## src/rtl/i2c_fic_pkg.sv

```systemverilog
`timescale 1ns/1ps
package i2c_fic_pkg;
  localparam int unsigned BUS_W = 32;
  localparam int unsigned NEV   = 8;
  localparam int unsigned TRG_W = 3;
  localparam int unsigned LIVE_N = 2;

  // register word indices
  localparam logic [2:0] RA_FIFO_CTRL = 3'd0;
  localparam logic [2:0] RA_FIFO_STAT = 3'd1;
  localparam logic [2:0] RA_INT_MASK  = 3'd2;
  localparam logic [2:0] RA_INT_STAT  = 3'd3;
  localparam logic [2:0] RA_TX_DATA   = 3'd4;
  localparam logic [2:0] RA_RX_DATA   = 3'd5;

  // status bit positions
  localparam int unsigned EV_PKT   = 7;
  localparam int unsigned EV_ALL   = 6;
  localparam int unsigned EV_TXOVF = 5;
  localparam int unsigned EV_RXUNF = 4;
  localparam int unsigned EV_NAK   = 3;
  localparam int unsigned EV_ARB   = 2;
  localparam int unsigned RQ_TX    = 1;
  localparam int unsigned RQ_RX    = 0;

  // fifo control bit positions
  localparam int unsigned FC_RXFL  = 0;
  localparam int unsigned FC_TXFL  = 1;
  localparam int unsigned FC_RXTRG = 2;
  localparam int unsigned FC_TXTRG = 5;

  function automatic logic [3:0] sat_nib(input logic [31:0] v);
    return (v > 32'd15) ? 4'hF : v[3:0];
  endfunction
endpackage

```

## src/rtl/word_fifo.sv

```systemverilog
`timescale 1ns/1ps
module word_fifo #(
  parameter int unsigned DW    = 32,
  parameter int unsigned DEPTH = 8,
  localparam int unsigned PW   = (DEPTH > 1) ? $clog2(DEPTH) : 1,
  localparam int unsigned CW   = $clog2(DEPTH + 1)
) (
  input  logic          clk_i,
  input  logic          rst_ni,
  input  logic          flush_i,
  input  logic          push_i,
  input  logic [DW-1:0] data_i,
  input  logic          pop_i,
  output logic [DW-1:0] data_o,
  output logic [CW-1:0] cnt_o,
  output logic          full_o,
  output logic          empty_o
);
  logic [DW-1:0] mem_q [DEPTH];
  logic [PW-1:0] wp_q, rp_q;
  logic [CW-1:0] cnt_q;
  logic          do_push, do_pop;

  assign full_o  = (cnt_q == CW'(DEPTH));
  assign empty_o = (cnt_q == '0);
  assign do_push = push_i && !full_o && !flush_i;
  assign do_pop  = pop_i && !empty_o && !flush_i;
  assign data_o  = mem_q[rp_q];
  assign cnt_o   = cnt_q;

  function automatic logic [PW-1:0] nxt(input logic [PW-1:0] p);
    return (p == PW'(DEPTH - 1)) ? '0 : p + 1'b1;
  endfunction

  always_ff @(posedge clk_i) begin
    if (do_push) mem_q[wp_q] <= data_i;
  end

  always_ff @(posedge clk_i or negedge rst_ni) begin
    if (!rst_ni) begin
      wp_q  <= '0;
      rp_q  <= '0;
      cnt_q <= '0;
    end else if (flush_i) begin
      wp_q  <= '0;
      rp_q  <= '0;
      cnt_q <= '0;
    end else begin
      if (do_push) wp_q <= nxt(wp_q);
      if (do_pop)  rp_q <= nxt(rp_q);
      case ({do_push, do_pop})
        2'b10:   cnt_q <= cnt_q + 1'b1;
        2'b01:   cnt_q <= cnt_q - 1'b1;
        default: cnt_q <= cnt_q;
      endcase
    end
  end
endmodule

```

## src/rtl/fic_intc.sv

```systemverilog
`timescale 1ns/1ps
module fic_intc #(
  parameter int unsigned NEV    = 8,
  parameter int unsigned LIVE_N = 2
) (
  input  logic              clk_i,
  input  logic              rst_ni,
  input  logic              mask_we_i,
  input  logic              st_we_i,
  input  logic [NEV-1:0]    wdata_i,
  input  logic [NEV-1:0]    set_i,
  input  logic [LIVE_N-1:0] live_i,
  output logic [NEV-1:0]    st_o,
  output logic [NEV-1:0]    mask_o,
  output logic              irq_o
);
  logic [NEV-1:0] mask_q;
  logic           irq_q;
  logic           unused_w;

  assign unused_w = ^{set_i[LIVE_N-1:0]};

  for (genvar i = 0; i < NEV; i++) begin : g_bit
    if (i < LIVE_N) begin : g_live
      assign st_o[i] = live_i[i];
    end else begin : g_sticky
      logic st_q;
      always_ff @(posedge clk_i or negedge rst_ni) begin
        if (!rst_ni) st_q <= 1'b0;
        else         st_q <= set_i[i] | (st_q & ~(st_we_i & wdata_i[i]));
      end
      assign st_o[i] = st_q;
    end
  end

  always_ff @(posedge clk_i or negedge rst_ni) begin
    if (!rst_ni) begin
      mask_q <= '0;
      irq_q  <= 1'b0;
    end else begin
      if (mask_we_i) mask_q <= wdata_i;
      irq_q <= |(st_o & mask_q);
    end
  end

  assign mask_o = mask_q;
  assign irq_o  = irq_q;
endmodule

```

## src/rtl/i2c_fifo_intc.sv

```systemverilog
`timescale 1ns/1ps
module i2c_fifo_intc
  import i2c_fic_pkg::*;
#(
  parameter int unsigned DEPTH = 8,
  parameter int unsigned AW    = 3
) (
  input  logic             clk_i,
  input  logic             rst_ni,
  input  logic             req_i,
  input  logic             we_i,
  input  logic [AW-1:0]    addr_i,
  input  logic [BUS_W-1:0] wdata_i,
  output logic [BUS_W-1:0] rdata_o,
  input  logic             tx_pop_i,
  output logic             tx_valid_o,
  output logic [BUS_W-1:0] tx_data_o,
  input  logic             rx_push_i,
  input  logic [BUS_W-1:0] rx_data_i,
  input  logic             evt_pkt_done_i,
  input  logic             evt_all_done_i,
  input  logic             evt_nak_i,
  input  logic             evt_arb_lost_i,
  input  logic             evt_tx_ovf_i,
  input  logic             evt_rx_unf_i,
  output logic             irq_o
);
  localparam int unsigned CW = $clog2(DEPTH + 1);

  logic [2:0]       ra;
  logic             wr, rd;
  logic [TRG_W-1:0] tx_trg_q, rx_trg_q;
  logic             tx_fl_q, rx_fl_q;
  logic [CW-1:0]    tx_cnt, rx_cnt;
  logic             tx_full, tx_empty, rx_full_unused, rx_empty;
  logic [BUS_W-1:0] rx_head;
  logic [31:0]      tx_free;
  logic             tx_req, rx_req, tx_ovf, rx_unf;
  logic [NEV-1:0]   int_st, int_mask, ev_set;
  logic [BUS_W-1:0] rd_mux, rdata_q;

  assign ra = 3'(addr_i);
  assign wr = req_i && we_i;
  assign rd = req_i && !we_i;

  // fifo control; flush flags live for exactly one cycle
  always_ff @(posedge clk_i or negedge rst_ni) begin
    if (!rst_ni) begin
      tx_trg_q <= '0;
      rx_trg_q <= '0;
      tx_fl_q  <= 1'b0;
      rx_fl_q  <= 1'b0;
    end else if (wr && ra == RA_FIFO_CTRL) begin
      tx_trg_q <= wdata_i[FC_TXTRG +: TRG_W];
      rx_trg_q <= wdata_i[FC_RXTRG +: TRG_W];
      tx_fl_q  <= wdata_i[FC_TXFL];
      rx_fl_q  <= wdata_i[FC_RXFL];
    end else begin
      tx_fl_q  <= 1'b0;
      rx_fl_q  <= 1'b0;
    end
  end

  word_fifo #(.DW(BUS_W), .DEPTH(DEPTH)) u_tx_fifo (
    .clk_i  (clk_i),
    .rst_ni (rst_ni),
    .flush_i(tx_fl_q),
    .push_i (wr && ra == RA_TX_DATA),
    .data_i (wdata_i),
    .pop_i  (tx_pop_i),
    .data_o (tx_data_o),
    .cnt_o  (tx_cnt),
    .full_o (tx_full),
    .empty_o(tx_empty)
  );

  word_fifo #(.DW(BUS_W), .DEPTH(DEPTH)) u_rx_fifo (
    .clk_i  (clk_i),
    .rst_ni (rst_ni),
    .flush_i(rx_fl_q),
    .push_i (rx_push_i),
    .data_i (rx_data_i),
    .pop_i  (rd && ra == RA_RX_DATA),
    .data_o (rx_head),
    .cnt_o  (rx_cnt),
    .full_o (rx_full_unused),
    .empty_o(rx_empty)
  );

  assign tx_valid_o = !tx_empty;
  assign tx_free    = DEPTH - 32'(tx_cnt);
  assign tx_req     = tx_free > 32'(tx_trg_q);
  assign rx_req     = 32'(rx_cnt) > 32'(rx_trg_q);
  assign tx_ovf     = wr && ra == RA_TX_DATA && tx_full;
  assign rx_unf     = rd && ra == RA_RX_DATA && rx_empty;

  always_comb begin
    ev_set           = '0;
    ev_set[EV_PKT]   = evt_pkt_done_i;
    ev_set[EV_ALL]   = evt_all_done_i;
    ev_set[EV_TXOVF] = evt_tx_ovf_i | tx_ovf;
    ev_set[EV_RXUNF] = evt_rx_unf_i | rx_unf;
    ev_set[EV_NAK]   = evt_nak_i;
    ev_set[EV_ARB]   = evt_arb_lost_i;
  end

  fic_intc #(.NEV(NEV), .LIVE_N(LIVE_N)) u_intc (
    .clk_i    (clk_i),
    .rst_ni   (rst_ni),
    .mask_we_i(wr && ra == RA_INT_MASK),
    .st_we_i  (wr && ra == RA_INT_STAT),
    .wdata_i  (wdata_i[NEV-1:0]),
    .set_i    (ev_set),
    .live_i   ({tx_req, rx_req}),
    .st_o     (int_st),
    .mask_o   (int_mask),
    .irq_o    (irq_o)
  );

  always_comb begin
    rd_mux = '0;
    case (ra)
      RA_FIFO_CTRL: begin
        rd_mux[FC_TXTRG +: TRG_W] = tx_trg_q;
        rd_mux[FC_RXTRG +: TRG_W] = rx_trg_q;
        rd_mux[FC_TXFL]           = tx_fl_q;
        rd_mux[FC_RXFL]           = rx_fl_q;
      end
      RA_FIFO_STAT: rd_mux[7:0] = {sat_nib(tx_free), sat_nib(32'(rx_cnt))};
      RA_INT_MASK:  rd_mux[NEV-1:0] = int_mask;
      RA_INT_STAT:  rd_mux[NEV-1:0] = int_st;
      RA_RX_DATA:   rd_mux = rx_empty ? '0 : rx_head;
      default:      rd_mux = '0;
    endcase
  end

  always_ff @(posedge clk_i or negedge rst_ni) begin
    if (!rst_ni)  rdata_q <= '0;
    else if (rd)  rdata_q <= rd_mux;
  end

  assign rdata_o = rdata_q;
endmodule

```

## config.mk

```make
export PLATFORM = sky130hd
export DESIGN_NAME = i2c_fifo_intc
export DESIGN_NICKNAME = d
export VERILOG_FILES = /design/src/rtl/i2c_fic_pkg.sv /design/src/rtl/word_fifo.sv /design/src/rtl/fic_intc.sv /design/src/rtl/i2c_fifo_intc.sv
export SDC_FILE = /design/constraint.sdc
export NUM_CORES = 1
export LEC_CHECK = 0
export ABC_AREA = 1
export BUFFER_PORTS_ARGS = -buffer_cell sky130_fd_sc_hd__buf_4
export CAP_MARGIN = 5
export CORE_ASPECT_RATIO = 0.9
export CORE_MARGIN = 1.5
export CORE_UTILIZATION = 40
export DETAILED_ROUTE_END_ITERATION = 7
export PLACE_DENSITY = 0.61
export SETUP_SLACK_MARGIN = 0.3
export SYNTH_ARGS = -nofsm -noshare
export SYNTH_HDL_FRONTEND = slang
export SYNTH_HIERARCHICAL = 1
export SYNTH_SLANG_ARGS = --single-unit
export TNS_END_PERCENT = 5
```

## constraint.sdc

```tcl
create_clock -name clk_i -period 3.3 [get_ports clk_i]
set_clock_uncertainty 0.2 [all_clocks]
set_input_delay 0.33 -clock clk_i [delete_from_list [all_inputs] [get_ports clk_i]]
set_output_delay 0.33 -clock clk_i [all_outputs]
set_load 0.005 [all_outputs]
```

-- Yosys cells after proc, flatten, opt, wreduce, memory -nomap -nowiden
Memory sizes are Yosys's and may differ from the RTL's.
Cells that the tools add are included.
- bits in registers: 75
- bits in writable memories: 512
- memories kept: 2
- memory list (memory ; words ; width ; read ports ; clocked after memory_dff ; wr ports ; line ; RTL):
    u_rx_fifo.mem_q ; 8 ; 32 ; 1 ; 0 ; 1 ; word_fifo.sv:19 ; logic [DW-1:0] mem_q [DEPTH];
    u_tx_fifo.mem_q ; 8 ; 32 ; 1 ; 0 ; 1 ; word_fifo.sv:19 ;
- $add $sub $neg: 9
- $lt $le $gt $ge: 3
- eq/ne operators: 15
- mux-type cells: 26
- bitwise logic cells: 27
- reduce and logical (&&, ||, !) cells: 34
- operators by type and width (cell ; number):
    8-bit case mux with 5 select lines ; 1
    3-bit two-way mux ; 12
    32-bit by 3-bit > comparator with 1-bit output ; 1
    32-bit by 4-bit > comparator with 1-bit output (second input constant) ; 1
    32-bit two-way mux ; 1
    24-bit two-way mux ; 1
    3-bit equality test (second input constant) ; 6
    1-bit logical AND ; 17
    4-bit case mux with 2 select lines ; 2
    3-bit by 1-bit adder with 3-bit output (second input constant) ; 4
    1-bit bitwise AND ; 12
    4-bit two-way mux ; 3
    4-bit by 1-bit adder with 4-bit output (second input constant) ; 2
    8-bit bitwise AND ; 1
    4-bit equality test (second input constant) ; 2
    4-bit zero test ; 2
    1-bit OR ; 8
    2-bit nonzero test ; 4
    8-bit OR reduction ; 1
    4-bit by 1-bit subtractor with 4-bit output (second input constant) ; 2
    1-bit zero test ; 7
    3-bit by 2-bit equality test with 1-bit output (second input constant) ; 2
    1-bit two-way mux ; 6
    1-bit NOT ; 6
    7 further kinds ; 10

-- Depth between registers and ports, before layout
- word-level depth: 8
- depth in mapped cells: 19
- depth with buffers taken out: 17

-- Cells and area by module
Netlist, hierarchy kept.
- by module, submodules not included (module ; instances ; cells an instance ; area each (um2)):
    word_fifo (u_tx_fifo) ; 1 ; 846 ; 10645.2
    word_fifo (u_rx_fifo) ; 1 ; 847 ; 10632.7
    i2c_fifo_intc ; 1 ; 314 ; 2292.2
    fic_intc ; 1 ; 75 ; 670.6

-- Least setup slack after synthesis
OpenSTA, ideal clock, no wires.
- path kind: input port to flip-flop
- from: in addr_i[1]
- to: mem u_tx_fifo.mem_q[0][0] (enable)
- setup time: 0.421 ns
- data arrival time: 2.657 ns
- required time: 2.679 ns
- slack: 0.022 ns
- stages on the path: 7
- path through: buf_4 buf_2 nor4_4 nand3_1 inv_1 nand2_1 nor2_1
- word-level cells in the longest chain between the ends: 6
- ends and longest elaborated chain (what ; line ; RTL):
    start: declaration ; i2c_fifo_intc.sv:12 ; input logic [AW-1:0] addr_i,
    3-bit equality test ; i2c_fifo_intc.sv:68 ; .push_i (wr && ra == RA_TX_DATA),
    1-bit logical AND ; i2c_fifo_intc.sv:68 ;
    1-bit logical AND (2 in a row) ; word_fifo.sv:26 ; assign do_push = push_i && !full_o && !flush_i;
    1-bit two-way mux ; word_fifo.sv:36 ; if (do_push) mem_q[wp_q] <= data_i;
    1-bit two-way mux (implied by the code) ; word_fifo.sv:36 ;
    end: declaration ; word_fifo.sv:19 ;
No other way between the ends.

-- Worst setup path in the final report
- from: reg u_tx_fifo.rp_q[0]
- to: out tx_data_o[6]
- word-level cells in the longest chain between the ends: 1
- ends and longest elaborated chain (what ; line ; RTL):
    start: declaration ; word_fifo.sv:20 ; logic [PW-1:0] wp_q, rp_q;
    start signal: assignment ; word_fifo.sv:50 ; if (do_pop) rp_q <= nxt(rp_q);
    memory read 8 x 32 bit ; -- ;
    end: declaration ; i2c_fifo_intc.sv:17 ; output logic [BUS_W-1:0] tx_data_o,
No other way between the ends.

==> impl_metrics.yaml <==
timing:
  fin_crit_sh: 0.885
  slew-limit-headroom: 0.342
  fin_hold_ws_ns: 0.0527
  rsz0062_at_grt: "true"
  setup_viol: 0
  fmax_mhz: 342
  setup_tns_ns: 0
  final-hold-violation-count: 0
  finalMaxSlewViolations: 0
  layout_setup_ws_ns: 0.378
  min_period_ns: 2.92
  worstMarginPinSlew_ns: 0.986
route:
  ant_nets: 0
  top_layer_used: "met5"
  first_iter_violations: 1367
  wl_per_cell_um: 18.7
  vias: 16100
  drt_wl_total_mm: 58.5
  wirelength_met1_mm: 26.7
  dr_wl_met2_mm: 27.5
  wl_met3_mm: 3.21
  first_pass_iters: 5
  drcViolationCount: 0
  vias_per_cell: 5.14
setup_path:
  cp-end-kind: "primary output"
  crit_path_max_fanout: 60
  criticalPathCategory: "reg2out"
  required_ns: 2.77
  crit_arrival_ns: 2.39
  cp_slowest_cell: "dfrtp_4"
  max_stage_delay_ns: 0.61
  crit_chain: "clkinv_2 > buf_12 > nor2_1 > o21ai_0 > a21oi_1 > a31oi_1 > buf_4"
  cp-start-kind: "flop"
finish:
  final_cells: 3120
  fillers: 5294
  final_util: 0.483
  seqCellArea_um2: 17300
  final_cell_area_um2: 28900
  fin_nets: 2393
  drive_gt1_frac: 0.132
  syn2layout_area_growth_pct: 19.4
  multi_input_area_um2: 6110
global_routing:
  grt_usage: 0.189
  grt_first_pass_wirelength_mm: 91.4
  grt_max_degree: 132
  antenna_found_initial: 4
  grt_remaining_overflow: 0
  grt_pass1_vias: 15800
power_and_ir_drop:
  peakVddDrop_mv: 0.512
  fin_total_pwr_mw: 22.0
  powerDensity_nw_per_um2: 761
  combinationalPowerShare: 0.300
  power_frac_seq: 0.416
  switchingPower_mw: 7.37
  clkPwrFrac: 0.284
  swShare: 0.335
  p_int_mw: 14.6
  leakage_nw: 10.7
placement:
  placedCellCount: 2929
  dpl_worst_slack_ns: 0.554
  placed_area_um2: 26200
  gp_congestion: 0.855
  port_buffers: 144
  dp_hpwl_mm: 33.2
clock_network:
  ctsRootBufferMaster: "clkbuf_16"
  clk_pin_slew_ns: 0.06
  htreeDepth: 2
  cts_buffer_depth: 3
  cts_made_buffers: 59
  cts.sinks: 587
  cts_tree: "yes"
  clkLatencyLatePin_ns: 0.62
logic_synthesis:
  avgSynthCellArea_um2: 11.7
  synthCells: 2080
  yosysWarnings: 6
  synth.net_count: 2180
  syn_area_um2: 24200
floorplan:
  core_um2: 59900
  rows: 85
  dieArea_um2: 62100
  die_height_um: 237
  die_w_um: 262
  start_util: 0.405
  io_pins: 145
job:
  cap_violations: 0
outcome:
  status: "finished clean"
worst_hold_path:
  hp-class: "in2reg"
==> metal layers <==
metal | GRT usage | vias up
met4 | 0.0502 | 6
met5 | 0 | -
met3 | 0.0313 | 78
met1 | 0.264 | 7837
met2 | 0.308 | 418
li1 | - | 7713
==> placed cells by master, fill, tap and decap left out, types with 3 or more instances in the layout <==
| master | instances |
|---|---|
| o21ai_1 | 52 |
| ha_1 | 19 |
| buf_12 | 19 |
| a31oi_1 | 59 |
| a21o_1 | 8 |
| dfrtp_1 | 71 |
| a21oi_1 | 73 |
| nor2_1 | 356 |
| nand4_1 | 10 |
| clkbuf_1 | 24 |
| inv_1 | 61 |
| clkinv_1 | 8 |
| a31oi_2 | 5 |
| clkinv_2 | 7 |
| nand2_2 | 4 |
| dfrtp_4 | 3 |
| clkbuf_8 | 4 |
| dlygate4sd3_1 | 84 |
| o21ai_0 | 258 |
| buf_4 | 165 |
| buf_6 | 3 |
| nor2_4 | 18 |
| inv_2 | 7 |
| nand3_1 | 40 |
| nand2_1 | 380 |
| edfxtp_1 | 512 |
| clkbuf_16 | 59 |
==> critical path, delay by kind of cell, from the launching register on <==
family,cells,cell delay [ns]
AO/OA/AOI/OAI,3,0.52
buffers and inverters,3,0.57
flip-flops,1,0.61
AND/OR/NAND/NOR,1,0.06
==> repair_timing <==
item                       CTS  global route
hold buffers                84             0
buffers inserted             1             1
setup endpoints to repair   19            18
gates cloned                 0             0
hold endpoints to repair   601             0
resized for setup            6             1
==> worst paths after layout <==
| kind | to | slack (ns) | cells past startpoint | startpoint |
|---|---|---|---|---|
| worst max-delay path | tx_data_o[6] | 0.38 | 7 | u_tx_fifo/rp_q[0] |
| worst min register to register | rdata_o[1] | 0.28 | 2 | rdata_o[1] |
| worst max register to register | rdata_o[1] | 0.75 | 11 | u_tx_fifo/cnt_o[0] |
| worst min-delay path | tx_trg_q[2] | 0.05 | 3 | req_i |
| max in group asynchronous | rdata_o[14] | 1.90 | 3 | rst_ni |
| min in group asynchronous | u_rx_fifo/rp_q[0] | 0.13 | 2 | rst_ni |
==> power groups by stage <==
stage | registers, mW | logic, mW | clock network (mW)
final | 9.16 | 6.60 | 6.24
after global routing | 9.22 | 7.39 | 6.68
after CTS | 9.17 | 6.62 | 6.38
after detailed placement | 9.34 | 6.43 | 0
after global placement | 9.32 | 6.29 | 0
after floorplan | 9.16 | 4.34 | 0
==> registers in the layout (all words and copies together) (netlist names) <==
signal / count
rdata_o: 32
rx_fl_q: 1
rx_trg_q: 3
tx_fl_q: 1
tx_trg_q: 3
u_intc/g_bit.g_sticky.st_q: 6
u_intc/irq_o: 1
u_intc/mask_o: 8
u_rx_fifo/cnt_o: 4
u_rx_fifo/mem_q: 256
u_rx_fifo/rp_q: 3
u_rx_fifo/wp_q: 3
u_tx_fifo/cnt_o: 4
u_tx_fifo/mem_q: 256
u_tx_fifo/rp_q: 3
u_tx_fifo/wp_q: 3
==> final cells by class <==
cell class,count,area share
antenna,1,0.0000865
inverter,72,0.00943
tap,783,0.0339
clock inverter,17,0.00632
clock buffer,87,0.0561
multi-input combinational,1302,0.211
sequential,587,0.597
timing repair buffer,271,0.0862
(Power assumes the default switching activity.)
